<file path="src/rtl/mbist_pkg.sv">
package mbist_pkg;

    typedef enum logic [2:0] {
        ST_IDLE,
        ST_WR_CMD,
        ST_WR_DATA,
        ST_RD_CMD,
        ST_RD_DATA,
        ST_FIN
    } mb_state_e;

    typedef struct packed {
        logic       hit;
        logic [7:0] expect_b;
        logic [7:0] got_b;
    } mb_cmp_t;

    // Pattern byte for a block offset: low byte folded with the next byte.
    function automatic logic [7:0] fold_byte(input logic [15:0] k);
        return k[7:0] ^ k[15:8];
    endfunction

endpackage

</file>
<file path="src/rtl/mbist_pattern.sv">
module mbist_pattern #(
    parameter int OFS_W = 10
) (
    input  logic             clk,
    input  logic             rst,
    input  logic             clear,
    input  logic             step,
    output logic [OFS_W-1:0] ofs,
    output logic [7:0]       pat
);
    import mbist_pkg::*;

    always_ff @(posedge clk) begin
        if (rst || clear) begin
            ofs <= '0;
        end else if (step) begin
            ofs <= ofs + 1'b1;
        end
    end

    generate
        if (OFS_W > 8) begin : g_fold
            always_comb pat = fold_byte(16'(ofs));
        end else begin : g_plain
            always_comb pat = 8'(ofs);
        end
    endgenerate

endmodule

</file>
<file path="src/rtl/mbist_cmp.sv">
module mbist_cmp #(
    parameter int ADDR_W = 18
) (
    input  logic              clk,
    input  logic              rst,
    input  logic              clear,
    input  logic              sample,
    input  logic [7:0]        rd_byte,
    input  logic [7:0]        pat,
    input  logic [ADDR_W-1:0] addr_now,
    output logic              err_q,
    output logic              err_any,
    output logic [ADDR_W-1:0] fail_addr,
    output logic [7:0]        fail_exp,
    output logic [7:0]        fail_got
);
    import mbist_pkg::*;

    mb_cmp_t cur;

    always_comb begin
        cur.expect_b = pat;
        cur.got_b    = rd_byte;
        cur.hit      = sample && (rd_byte != pat);
    end

    assign err_any = err_q || cur.hit;

    always_ff @(posedge clk) begin
        if (rst) begin
            err_q     <= 1'b0;
            fail_addr <= '0;
            fail_exp  <= '0;
            fail_got  <= '0;
        end else if (clear) begin
            err_q <= 1'b0;
        end else if (cur.hit && !err_q) begin
            err_q     <= 1'b1;
            fail_addr <= addr_now;
            fail_exp  <= cur.expect_b;
            fail_got  <= cur.got_b;
        end
    end

endmodule

</file>
<file path="src/rtl/mbist_seq.sv">
module mbist_seq #(
    parameter int NUM_SECT = 256,
    parameter int SECT_W   = 8
) (
    input  logic                     clk,
    input  logic                     rst,
    input  logic                     start,
    input  logic                     cmd_ready,
    input  logic                     burst_done,
    input  logic                     err_any,
    output mbist_pkg::mb_state_e     state,
    output logic [SECT_W-1:0]        sect,
    output logic                     start_ok,
    output logic                     cmd_valid,
    output logic                     cmd_write,
    output logic                     busy,
    output logic                     done,
    output logic                     pass
);
    import mbist_pkg::*;

    localparam logic [SECT_W-1:0] LAST_SECT = SECT_W'(NUM_SECT - 1);

    mb_state_e nxt;

    assign start_ok  = (state == ST_IDLE) && start;
    assign cmd_valid = (state == ST_WR_CMD) || (state == ST_RD_CMD);
    assign cmd_write = (state == ST_WR_CMD);
    assign busy      = (state != ST_IDLE) && (state != ST_FIN);
    assign done      = (state == ST_FIN);

    always_comb begin
        nxt = state;
        case (state)
            ST_IDLE:    if (start)      nxt = ST_WR_CMD;
            ST_WR_CMD:  if (cmd_ready)  nxt = ST_WR_DATA;
            ST_WR_DATA: if (burst_done) nxt = ST_RD_CMD;
            ST_RD_CMD:  if (cmd_ready)  nxt = ST_RD_DATA;
            ST_RD_DATA: begin
                if (burst_done) begin
                    if (err_any || sect == LAST_SECT) nxt = ST_FIN;
                    else                              nxt = ST_WR_CMD;
                end
            end
            ST_FIN:     nxt = ST_IDLE;
            default:    nxt = ST_IDLE;
        endcase
    end

    always_ff @(posedge clk) begin
        if (rst) begin
            state <= ST_IDLE;
            sect  <= '0;
            pass  <= 1'b0;
        end else begin
            state <= nxt;
            if (start_ok) begin
                sect <= '0;
                pass <= 1'b0;
            end else if (state == ST_RD_DATA && burst_done) begin
                if (!err_any && sect == LAST_SECT) pass <= 1'b1;
                if (!err_any && sect != LAST_SECT) sect <= sect + 1'b1;
            end
        end
    end

endmodule

</file>
<file path="src/rtl/mbist_engine.sv">
module mbist_engine #(
    parameter int  MEM_BYTES   = 262144,
    parameter int  BLOCK_BYTES = 1024,
    localparam int ADDR_W      = $clog2(MEM_BYTES),
    localparam int OFS_W       = $clog2(BLOCK_BYTES)
) (
    input  logic              clk,
    input  logic              rst,
    input  logic              start,
    output logic              busy,
    output logic              done,
    output logic              pass,
    output logic              fail,
    output logic [ADDR_W-1:0] fail_addr,
    output logic [7:0]        fail_exp,
    output logic [7:0]        fail_got,
    output logic              cmd_valid,
    output logic              cmd_write,
    output logic [ADDR_W-1:0] cmd_addr,
    input  logic              cmd_ready,
    output logic [7:0]        wr_byte,
    input  logic              wr_take,
    input  logic              rd_valid,
    input  logic [7:0]        rd_byte,
    input  logic              burst_done
);
    import mbist_pkg::*;

    localparam int NUM_SECT = MEM_BYTES / BLOCK_BYTES;
    localparam int SECT_W   = ADDR_W - OFS_W;

    mb_state_e          state;
    logic [SECT_W-1:0]  sect;
    logic [OFS_W-1:0]   ofs;
    logic [7:0]         pat;
    logic               start_ok;
    logic               err_q;
    logic               err_any;
    logic               step;
    logic               sample;

    assign step     = (state == ST_WR_DATA && wr_take) || sample;
    assign sample   = (state == ST_RD_DATA) && rd_valid;
    assign cmd_addr = {sect, {OFS_W{1'b0}}};
    assign wr_byte  = pat;
    assign fail     = err_q;

    mbist_seq #(
        .NUM_SECT (NUM_SECT),
        .SECT_W   (SECT_W)
    ) u_seq (
        .clk        (clk),
        .rst        (rst),
        .start      (start),
        .cmd_ready  (cmd_ready),
        .burst_done (burst_done),
        .err_any    (err_any),
        .state      (state),
        .sect       (sect),
        .start_ok   (start_ok),
        .cmd_valid  (cmd_valid),
        .cmd_write  (cmd_write),
        .busy       (busy),
        .done       (done),
        .pass       (pass)
    );

    mbist_pattern #(
        .OFS_W (OFS_W)
    ) u_pat (
        .clk   (clk),
        .rst   (rst),
        .clear (cmd_valid && cmd_ready),
        .step  (step),
        .ofs   (ofs),
        .pat   (pat)
    );

    mbist_cmp #(
        .ADDR_W (ADDR_W)
    ) u_cmp (
        .clk       (clk),
        .rst       (rst),
        .clear     (start_ok),
        .sample    (sample && !err_q),
        .rd_byte   (rd_byte),
        .pat       (pat),
        .addr_now  ({sect, ofs}),
        .err_q     (err_q),
        .err_any   (err_any),
        .fail_addr (fail_addr),
        .fail_exp  (fail_exp),
        .fail_got  (fail_got)
    );

endmodule

</file>
<file path="config.mk">
export PLATFORM = sky130hd
export DESIGN_NAME = mbist_engine
export DESIGN_NICKNAME = d
export VERILOG_FILES = /design/src/rtl/mbist_pkg.sv /design/src/rtl/mbist_pattern.sv /design/src/rtl/mbist_cmp.sv /design/src/rtl/mbist_seq.sv /design/src/rtl/mbist_engine.sv
export SDC_FILE = /design/constraint.sdc
export NUM_CORES = 1
export LEC_CHECK = 0
export CORE_UTILIZATION = 48
export DETAILED_ROUTE_END_ITERATION = 12
export HOLD_SLACK_MARGIN = 0.03
export PLACE_DENSITY = 0.81
export SETUP_SLACK_MARGIN = 0.15
export SLEW_MARGIN = 20
export SYNTH_ARGS = -nofsm -noshare
export SYNTH_HDL_FRONTEND = slang
export SYNTH_HIERARCHICAL = 1
export SYNTH_SLANG_ARGS = --single-unit
export TNS_END_PERCENT = 5
</file>
<file path="constraint.sdc">
create_clock -name clk -period 3.05 [get_ports clk]
set_input_delay 0.4575 -clock clk [delete_from_list [all_inputs] [get_ports clk]]
set_output_delay 0.4575 -clock clk [all_outputs]
set_load 0.005 [all_outputs]
</file>
---- After elaboration in Yosys (flattened, before gate mapping) ----
Cells that the tools add are included.
storage, ports and cells
  bits in registers ....................... 57
  input port bits ......................... 15
  output and inout port bits .............. 66
  word-level logic and storage cells ...... 58
cells by class
  add/subtract/negate cells ............... 2
  equality and inequality tests ........... 14
  muxes and demuxes ....................... 7
  bitwise logic cells ..................... 2
  reduce and logical (&&, ||, !) cells .... 25
operators with widths
  cell                                                              number
  3-bit two-way mux                                                 6
  3-bit case mux with 5 select lines                                1
  1-bit logical AND                                                 11
  10-bit by 1-bit adder with 10-bit output (second input constant)  1
  8-bit by 1-bit adder with 8-bit output (second input constant)    1
  8-bit == test (second input constant)                             1
  2-bit != test (second input constant)                             4
  8-bit != test                                                     1
  8-bit != test (second input constant)                             1
  8-bit by 2-bit bitwise XOR with 8-bit output                      1
  3-bit by 2-bit == test with 1-bit output (second input constant)  2
  3-bit == test (second input constant)                             2
  2-bit AND reduction                                               3
  1-bit logical OR                                                  5
  5-bit AND reduction                                               1
  3-bit by 1-bit == test with 1-bit output (second input constant)  1
  3-bit logical NOT                                                 1
  3-bit != test (second input constant)                             1
  3-bit nonzero test                                                1
  1-bit logical NOT                                                 2
  2-bit by 1-bit != test with 1-bit output (second input constant)  1
  2-bit OR reduction                                                1
  1-bit NOT                                                         1

---- Longest topological paths before layout ----
  depth after elaboration ................. 9
  depth in mapped cells ................... 10
  mapped depth without buffers ............ 9

---- Hierarchy ----
The synthesis kept the hierarchy.
modules (own cells, without submodules)
  module         instances  cells an instance  area an instance (µm²)  sequential area each (µm²)
  mbist_cmp      1          164                1670.4                  700.7
  mbist_seq      1          72                 630.6                   240.2
  mbist_pattern  1          58                 519.2                   200.2
  mbist_engine   1          16                 115.1                   0.0

---- Worst setup path after synthesis ----
OpenSTA, ideal clock, no wires.
  kind .................................... reg-to-reg
  start ................................... reg u_pat.ofs[1]
  end ..................................... reg u_seq.sect[3]
  library setup time ...................... 0.070 ns
  data arrival time ....................... 2.605 ns
  data required time ...................... 2.980 ns
  slack ................................... 0.375 ns
  cell stages (with the launch flop) ...... 11
  path buffers ............................ 1
  clock period less this slack ............ 2.675 ns
  cell sequence ........................... dfxtp_1 -> xor2_1 -> xor2_1 -> nor4_2 -> a21boi_0 -> or2_2 -> nor2b_1 -> o211ai_2 -> buf_4 -> or3_1 -> a21oi_1
on the way
  word-level cells in the longest chain between the ends .. 7
ends and longest elaborated chain
  element                                       RTL line             RTL
  from (decl)                                   mbist_pattern.sv:8   output logic [OFS_W-1:0] ofs,
  from (signal assigned)                        mbist_pattern.sv:17  ofs <= ofs + 1'b1;
  8-bit by 2-bit bitwise XOR with 8-bit output  mbist_pkg.sv:20      return k[7:0] ^ k[15:8];
  via wr_byte[1]                                mbist_engine.sv:21   output logic [7:0] wr_byte,
  8-bit != test                                 mbist_cmp.sv:24      cur.hit = sample && (rd_byte != pat);
  1-bit logical AND                             mbist_cmp.sv:24
  1-bit logical OR                              mbist_cmp.sv:27      assign err_any = err_q || cur.hit;
  via err_any                                   mbist_engine.sv:38   logic err_any;
  1-bit logical NOT                             mbist_seq.sv:62      if (!err_any && sect != LAST_SECT) sect <= sect + 1'b1;
  1-bit logical AND                             mbist_seq.sv:62
  2-bit AND reduction (no line)                 -
  to (signal assigned)                          mbist_seq.sv:62
  to (decl)                                     mbist_seq.sv:12      output logic [SECT_W-1:0] sect,
The timed path passes the listed nets, and every way through them passes these cells.
A chain may end at the register's enable or synchronous reset.

---- Worst setup path after layout ----
  start ................................... in rd_byte[4]
  end ..................................... reg u_seq.sect[6]
on the way
  word-level cells in the longest chain between the ends .. 6
ends and longest elaborated chain
  element                        RTL line            RTL
  from (decl)                    mbist_engine.sv:24  input logic [7:0] rd_byte,
  8-bit != test                  mbist_cmp.sv:24
  1-bit logical AND              mbist_cmp.sv:24
  1-bit logical OR               mbist_cmp.sv:27
  via err_any                    mbist_engine.sv:38
  1-bit logical NOT              mbist_seq.sv:62
  1-bit logical AND              mbist_seq.sv:62
  2-bit AND reduction (no line)  -
The timed path passes the listed nets, and every way through them passes these cells.

==> flow_summary.toml <==
[status]
outcome = "complete, no violations"

[pwr]
p_comb_share_pct = 6.8
vdd_drop_max_uv = 318
sw_frac_of_total_pct = 22.2
leakage_nw = 1.36
pwr_density_cell_nw_per_um2 = 412
seq_power_share_pct = 47.0
power_frac_clock_pct = 46.1
p_int_mw = 1.25
p_switching_mw = 0.358

[setup_path]
end_kind = "register"
cp.arrival_ns = 3.00
r2r_start = "u_pat/ofs[9]"
worstPathCellList = "clkdlybuf4s50_1 -> xor2_1 -> nor4_4 -> a21boi_1 -> or2_2 -> nor2b_1 -> o211ai_2 -> or4_1 -> a21oi_1"
cp_slowest_stage_delay_ns = 0.55
worst_r2r_path_depth = 9
crit_type = "in -> reg"
cp_top_family = "simple AND/OR/NAND/NOR gates"
cp-start-kind = "input pin"
worstPathRequired_ns = 3.32
r2r_setup_slack_ns = 0.39
crit_fanout = 9
path_buf_inv = 1
crit_slowest_cell = "or4_1"
timing.rr.end = "u_seq/sect[6]"

[worst_hold_path]
hold_path.class = "reg -> reg"
holdCritStartpoint = "u_cmp/fail_got[6]"
hold_depth = 2
hold-path-endpoint = "u_cmp/fail_got[6]"

[synthesis]
avgSynthCellArea_um2 = 9.47
ys_ff_latch = 57
synth_ff_type = "dfxtp_1"
synth_xor_area_share_pct = 4.77
synth_mux_area_share_pct = 13.3
synth_top_family_by_area = "simple AND/OR/NAND/NOR gates"
yosys.area_share.simple_pct = 27.8
syn_area_um2 = 2940
yosys.area.top_type = "dfxtp_1"
synthArstFlopShare_pct = 0
synthCells = 310
synth_top_area_share_pct = 38.9
synth-compound-area-share_pct = 6.27
synthAdderAreaFrac_pct = 0.853
synth_edf_count = 0
synth_area_leaders = "dfxtp_1, nand2b_1, mux2i_1, xor2_1, buf_4"
synth.distinct_cells = 41
synth_warnings = 6
ys_seq_area_share_pct = 38.9

[clock_network]
cts_tree = "done"
clk_latency_ns = 0.33
cts_inserted_buffers = 9
cts_buffer_depth = 2
htreeDepth = 3
clk_pin_slew_worst_paths_ns = 0.07
cts_hold_buffers = 0
clock_sinks = 57
cts-root-buf = "clkbuf_8"

[floorplan]
dieWidth_um = 80.2
die-height_um = 80.2
initial_utilization_pct = 49.6
num_rows = 28
dieArea_um2 = 6430
pin_count = 81
core_area_um2 = 5920

[route]
wirelength_mm = 6.09
drt_iter0_drc = 92
detail-route-antenna-nets = 0
avgRoutedWirePerCell_um = 13.1
vias = 2322
drc = 0
drt_pass1_iterations = 4
viasPerCell = 4.98

[global_routing]
grt-ovfl-total = 0
grt_use_total_pct = 19.9
grt_max_degree = 47
antenna_found_initial = 0
grt_pass1_vias = 2068
grt_pass1_wl_mm = 9.83

[cells_and_area]
fillers = 450
drive_above_1_share_pct = 12.3
design_area_um2 = 3900
area_delta_synth_final_pct = 32.9
antennaDiodeCount = 0
fin_nets = 403

[flow_run]
cap_viol_max_count = 0

[place]
gp_congestion = 0.797
place_ws_ns = -0.168
port_buffers = 70
placed_cell_area_um2 = 3660
hpwlAfterDp_mm = 4.34

[sta]
relSlewSlack_pct = 60.3
hold_violations = 0
fin_crit_ns = 2.74
setup_viol = 0
fmax_mhz = 365
fin_ws_ns = 0.313
rsz0062_at_grt = "no"
finalMaxSlewViolations = 0
skew_ns = 0.00890
finalCritPeriodShare_pct = 89.7
worstMarginPinSlew_ns = 0.596
-- synth_stat cells (2+ instances only) --
master    instances
nand2b_1         68
dfxtp_1          57
mux2i_1          39
buf_4            17
nor2_1           16
xor2_1           15
a21oi_1          11
clkbuf_1          9
nand2_1           8
o21ai_0           8
or3_1             7
buf_6             5
nand3_1           5
o31ai_1           4
or4_1             4
inv_1             3
nand3b_1          3
or2_2             3
and2b_1           2
ha_1              2
nand4_1           2
nor2b_1           2
nor4_2            2
-- repair_timing --
item	CTS	global route
buffers inserted	1	1
endpoints found under the setup margin	2	4
gates resized for setup	0	3
pin swaps	1	2
hold endpoints to repair	0	0
-- state kept, by name, indices dropped and copies added, names as in the netlist --
| name | count |
|---|---|
| u_cmp/fail_addr | 18 |
| u_pat/ofs | 10 |
| u_cmp/fail_exp | 8 |
| u_cmp/fail_got | 8 |
| u_seq/sect | 8 |
| u_seq/state | 3 |
| u_cmp/err_q | 1 |
| u_seq/pass | 1 |
-- metrics by stage --
stage	power, mW	TNS (ns)	utilization [%]	std cells	hold slack (ns)
after CTS	1.63	0	65.5	465	0.476
after global routing	1.67	0	65.9	466	0.492
after floorplan	0.845	0	-	319	0.461
after detailed placement	0.881	-0.557	61.7	448	0.464
after global placement	0.878	-0.303	61.7	448	0.458
final	1.61	0	65.9	466	0.473
-- cells in the final DEF, fill, tap and decap left out, drive strengths merged --
cell type	count
or3	8
dfxtp	57
nor2b	2
or4	4
bufinv	1
nor2	16
nand3	5
a21boi	1
nand4	4
and2	1
clkinv	1
mux2i	39
clkinvlp	2
nand3b	3
ha	2
and2b	2
a31oi	1
nor4	3
clkdlybuf4s50	69
or2	3
nand2b	68
a32oi	1
conb	10
xor2	15
nor4b	1
buf	19
o31ai	4
inv	3
o211ai	1
xnor2	1
nor3	2
o21a	1
nand2	8
nor3b	1
o21ai	8
a21oi	12
clkbuf	12
-- cell families after synthesis --
logic type / after synthesis
buf+inv: 35
compound gates: 29
mux: 39
simple gates: 131
other cells: 1
xor+xnor: 16
fa+ha+maj: 2
flops: 57
-- worst max path at each step --
stage | startpoint | to | slack [ns] | depth (start not counted)
2_1_floorplan | u_pat/ofs[1] | u_seq/sect[3] | 0.37 | 10
3_3_place_gp | rd_byte[4] | u_seq/sect[6] | -0.11 | 9
3_5_place_dp | rd_byte[4] | u_seq/sect[6] | -0.17 | 9
4_1_cts | rd_byte[4] | u_seq/sect[6] | 0.17 | 9
5_1_grt | rd_byte[4] | u_seq/sect[6] | 0.17 | 9
6_report | rd_byte[4] | u_seq/sect[6] | 0.31 | 9
-- cell type report --
type | instances | area (um^2) | share of cell area (%)
Clock buffer | 12 | 165 | 4.23
Clock inverter | 4 | 50.0 | 1.28
Inverter | 3 | 11.3 | 0.289
Multi-Input combinational cell | 227 | 1610 | 41.3
Sequential cell | 57 | 1140 | 29.2
Tap cell | 75 | 93.8 | 2.40
Timing Repair Buffer | 88 | 831 | 21.3
-- routing by layer --
metal / up-vias / GRT usage [%] / routed length [um]
met3: 13 / 3.64 / 268
met4: 0 / 11.8 / 148
li1: 1173 / - / -
met2: 71 / 29.3 / 2780
met5: - / 0 / 0
met1: 1065 / 26.8 / 2890
-- power groups by stage --
stage / clock [mW] / sequential [mW] / combinational [mW]
4_1_cts: 0.763 / 0.756 / 0.109
3_3_place_gp: 0 / 0.773 / 0.106
6_report: 0.742 / 0.756 / 0.110
5_1_grt: 0.794 / 0.757 / 0.121
2_1_floorplan: 0 / 0.770 / 0.0755
3_5_place_dp: 0 / 0.773 / 0.108
-- tightest hold or removal path: cells and delay by family, from the launching register on --
| kind | cells | cell delay, ns |
|---|---|---|
| multiplexers | 1 | 0.05 |
| flip-flops | 1 | 0.31 |
| AND/OR/NAND/NOR | 1 | 0.06 |
(Power assumes the default switching activity.)
